$ cat config.mk
export PLATFORM = sky130hd
export DESIGN_NAME = rmap_rule_eval
export DESIGN_NICKNAME = d
export VERILOG_FILES = /design/src/rtl/rmap_chk_pkg.sv /design/src/rtl/rmap_rule_eval.sv
export SDC_FILE = /design/constraint.sdc
export NUM_CORES = 1
export LEC_CHECK = 0
export CAP_MARGIN = 10
export CORE_AREA = 2 2 39 41
export DETAILED_ROUTE_END_ITERATION = 10
export DIE_AREA = 0 0 41 43
export MAX_ROUTING_LAYER = met4
export PLACE_DENSITY = 0.69
export SYNTH_ARGS = -nofsm -noshare
export SYNTH_HDL_FRONTEND = slang
export SYNTH_SLANG_ARGS = --single-unit
$ cat constraint.sdc
create_clock -name vclk -period 2.3
set_clock_uncertainty 0.2 [all_clocks]
set_input_delay 0.46 -clock vclk [all_inputs]
set_output_delay 0.46 -clock vclk [all_outputs]
set_load 0.01 [all_outputs]
$ cat src/rtl/rmap_chk_pkg.sv
package rmap_chk_pkg;

  typedef enum logic [1:0] {
    CMD_NONE = 2'b00,
    CMD_WR   = 2'b01,
    CMD_RD   = 2'b10,
    CMD_RMW  = 2'b11
  } cmd_e;

  localparam int ST_W = 8;

  localparam logic [ST_W-1:0] ST_OK       = 8'd0;
  localparam logic [ST_W-1:0] ST_HDR_CRC  = 8'd1;
  localparam logic [ST_W-1:0] ST_BAD_TYPE = 8'd2;
  localparam logic [ST_W-1:0] ST_AUTH     = 8'd3;
  localparam logic [ST_W-1:0] ST_CARGO    = 8'd6;
  localparam logic [ST_W-1:0] ST_DATA_CRC = 8'd8;
  localparam logic [ST_W-1:0] ST_UNSUP    = 8'd10;

  typedef struct packed {
    logic            accept;
    logic            to_dma;
    logic [ST_W-1:0] status;
  } verdict_t;

endpackage

$ cat src/rtl/rmap_rule_eval.sv
module rmap_rule_eval
  import rmap_chk_pkg::*;
#(
  parameter int LEN_W   = 24,
  parameter int VW_MAX  = 4,
  parameter int RMW_MAX = 8
) (
  input  cmd_e             kind,
  input  logic             verify,
  input  logic             incr,
  input  logic             reply,
  input  logic [1:0]       addr_lo,
  input  logic [LEN_W-1:0] len,
  output logic             rule_bad,
  output logic             pre_check,
  output logic             cargo_big
);

  localparam logic [LEN_W-1:0] VW_LIM   = LEN_W'(VW_MAX);
  localparam logic [LEN_W-1:0] RMW_LIM  = LEN_W'(RMW_MAX);
  localparam logic [LEN_W-1:0] RMW_HOLE = LEN_W'(6);

  // single bus access of sz bytes: legal sizes and their alignment
  function automatic logic fits(input logic [LEN_W-1:0] sz, input logic [1:0] a);
    logic ok;
    if (sz == LEN_W'(0) || sz == LEN_W'(1)) ok = 1'b1;
    else if (sz == LEN_W'(2))               ok = (a[0] == 1'b0);
    else if (sz == LEN_W'(4))               ok = (a == 2'b00);
    else                                    ok = 1'b0;
    return ok;
  endfunction

  logic word_ok;
  assign word_ok = (len[1:0] == 2'b00) && (addr_lo == 2'b00);

  always_comb begin
    rule_bad  = 1'b0;
    pre_check = 1'b0;
    cargo_big = 1'b0;
    unique case (kind)
      CMD_WR: begin
        if (verify) begin
          pre_check = 1'b1;
          rule_bad  = (len > VW_LIM) || !fits(len, addr_lo);
        end else if (!incr) begin
          rule_bad = !word_ok;
        end
      end
      CMD_RD: begin
        rule_bad = !reply || (!incr && !word_ok);
      end
      CMD_RMW: begin
        pre_check = 1'b1;
        if (!reply)                rule_bad  = 1'b1;
        else if (len == RMW_HOLE)  rule_bad  = 1'b1;
        else if (len > RMW_LIM)    cargo_big = 1'b1;
        else if (len[0] == 1'b0)   rule_bad  = !fits(len >> 1, addr_lo);
      end
      default: ;
    endcase
  end

endmodule

==> metrics.txt <==
antenna-violating nets left=0; final sequential cell count=0; largest net degree at the start of global routing=5; first-pass GRT wire length=1.669 mm; setup TNS=-0.2471 ns; Slew @ Worst Pin=between 0.3 and 0.4 ns; syn_area_per_cell=7.462 µm²; Cells after Synth=28; hold_sp=len[13]; grt ovf=0; Seq. cell area=0 µm²; placed cells=87; Die X=41 µm; critical path startpoint=len[20]; VDD IR-drop max=0.06269 mV; final number of setup-violating endpoints=1; antenna violations before repair=0; worst slack at placement=-0.9824 ns; Max Cap Viol=0; Die ar.=1763 µm²; Wirelength per Cell=11.20 µm; upper clock frequency limit=approximately 390 MHz; Die Y=43 µm; data arrival time of the worst path=~1.9 ns; via/cell ratio=~4.8; Hold WC Path Type=in -> out; RSZ-0062 raised after global routing=yes; Syn. warnings=0; outcome=complete, but fails checks; Final Non-Filler Cells=88; hold buffer count at cts=0; Iteration-0 DRC Markers=1; Seq/Total Area, Yosys=0%; vias in the first global route=412; post-placement cell area=636.9 µm²; Yosys cell types=20; Design Area, Final=~610 µm²; PortBufs=34; dpl hpwl=837.5 µm; ANT cells=0; DRC errors left=0; leak pwr=~0.26 nW; Core Area=around 1400 µm²; final hold vios=0; nets=105; hold_ws=1.218 ns; io pins=34; count of pins over their slew limit=0; vias=~420; Clock Buffer Count=0; Final WS setup=-0.2471 ns; minimum clock period=2.547 ns; Crit Path Max Fanout=2; Final GP Congestion=0.6708; crit end category=primary output; layout cell share with drive strength beyond 1=51.39%; failing checks=setup timing; Initial Utilization=15.10%; Cell Pwr Density=140.7 nW/µm²; relative slew slack=between 70% and 80%; syn_nets=59; drt first pass iters=4; All-Layer GR Usage=between 10% and 20%; Filler cells=155; FP Rows=14; required time worst endpoint=around 1.6 ns; WL final=slightly below 1 mm; crit path launch type=primary input; Final period util=110.7%; Syn-to-layout area delta=193.4%; worst setup path class=in -> out; area of the mapped netlist=209.0 µm²
[routing by layer]
layer | global-route usage, % | wire (µm) | vias up
met1 | 15.51 | 358 | 192
met4 | 0 | 0 | 0
met3 | 1.571 | 71 | 0
li1 | - | - | 209
met5 | - | 0 | -
met2 | 23.75 | 556 | 18
[worst paths after layout]
| check | end | depth (start not counted) | slack, ns |
|---|---|---|---|
| worst max-delay path | rule_bad | 6 | -0.25 |
| worst min-delay path | cargo_big | 6 | 1.22 |
[cell families after synthesis]
family / synth area share [%]
buffers and inverters: 1.795
AOI/OAI and AO/OA: 34.13
and+or+nand+nor: 64.08
[cell usage in the layout, fill, tap and decap left out]
cell type,synthesis,final
or2b_1,1,1
inv_1,1,1
or3_1,1,1
nand3b_1,1,1
a2111oi_0,1,1
clkdlybuf4s15_1,0,5
buf_2,0,8
buf_4,0,10
o31ai_1,2,2
buf_6,0,5
nor2_1,3,3
o21bai_1,1,1
a221o_1,1,1
nand3_2,0,1
dlygate4sd2_1,0,5
o21ai_0,1,1
nor4_4,1,4
clkdlybuf4s50_1,0,4
nand3_1,2,1
or4_1,1,1
and3b_1,1,1
nand2_1,1,1
o21a_1,1,1
o211ai_1,1,1
a21oi_1,2,2
nor4_2,3,2
clkbuf_2,0,7
[critical path, cell delays in order]
cell and delay, ns:
clkbuf_2 0.10, nor4_4 0.28, nand3_2 0.11, or4_1 0.51
a221o_1 0.29, buf_2 0.14
[synth_stat cells]
cell / n / area share [%]
nor2_1: 3 / 5.4
nor4_2: 3 / 18
a21oi_1: 2 / 4.8
nand3_1: 2 / 4.8
nor4_1: 2 / 6.0
o31ai_1: 2 / 7.2
a2111oi_0: 1 / 4.2
a221o_1: 1 / 4.8
and3b_1: 1 / 4.2
inv_1: 1 / 1.8
nand2_1: 1 / 1.8
nand3b_1: 1 / 3.6
nor4_4: 1 / 10
o211ai_1: 1 / 3.6
o21a_1: 1 / 3.6
o21ai_0: 1 / 2.4
o21bai_1: 1 / 3.6
or2b_1: 1 / 3.6
or3_1: 1 / 3.0
or4_1: 1 / 3.6
[per-stage QoR]
| stage | utilization, % | total power [mW] |
|---|---|---|
| floorplan | - | 0.01610 |
| global placement | 46.02 | 0.09554 |
| detailed placement | 46.02 | 0.09680 |
| CTS | 43.85 | 0.08181 |
| global route | 44.30 | 0.09328 |
| finish | 44.30 | 0.08625 |
[repair_timing]
action | 4_1_cts | 5_1_grt
setup endpoints to repair | 3 | 2
buffers inserted | 1 | 0
cloned | 0 | 0
gates resized for setup | 68 | 25
pin swaps | 10 | 7
[power breakdown]
part | internal, mW | total [mW] | switching, mW
Combinational | 0.0532 | 0.0862 | 0.0330
Sequential | 0 | 0 | 0
Clock | 0 | 0 | 0
[area by class of cell]
class	count	area, µm²	area share (%)
inverters	1	3.754	0.6122
repair buffers	44	340.3	55.51
multi-input cells	27	249.0	40.61
well taps	16	20.02	3.265
Note: power is estimated with default switching activity, not from simulation.
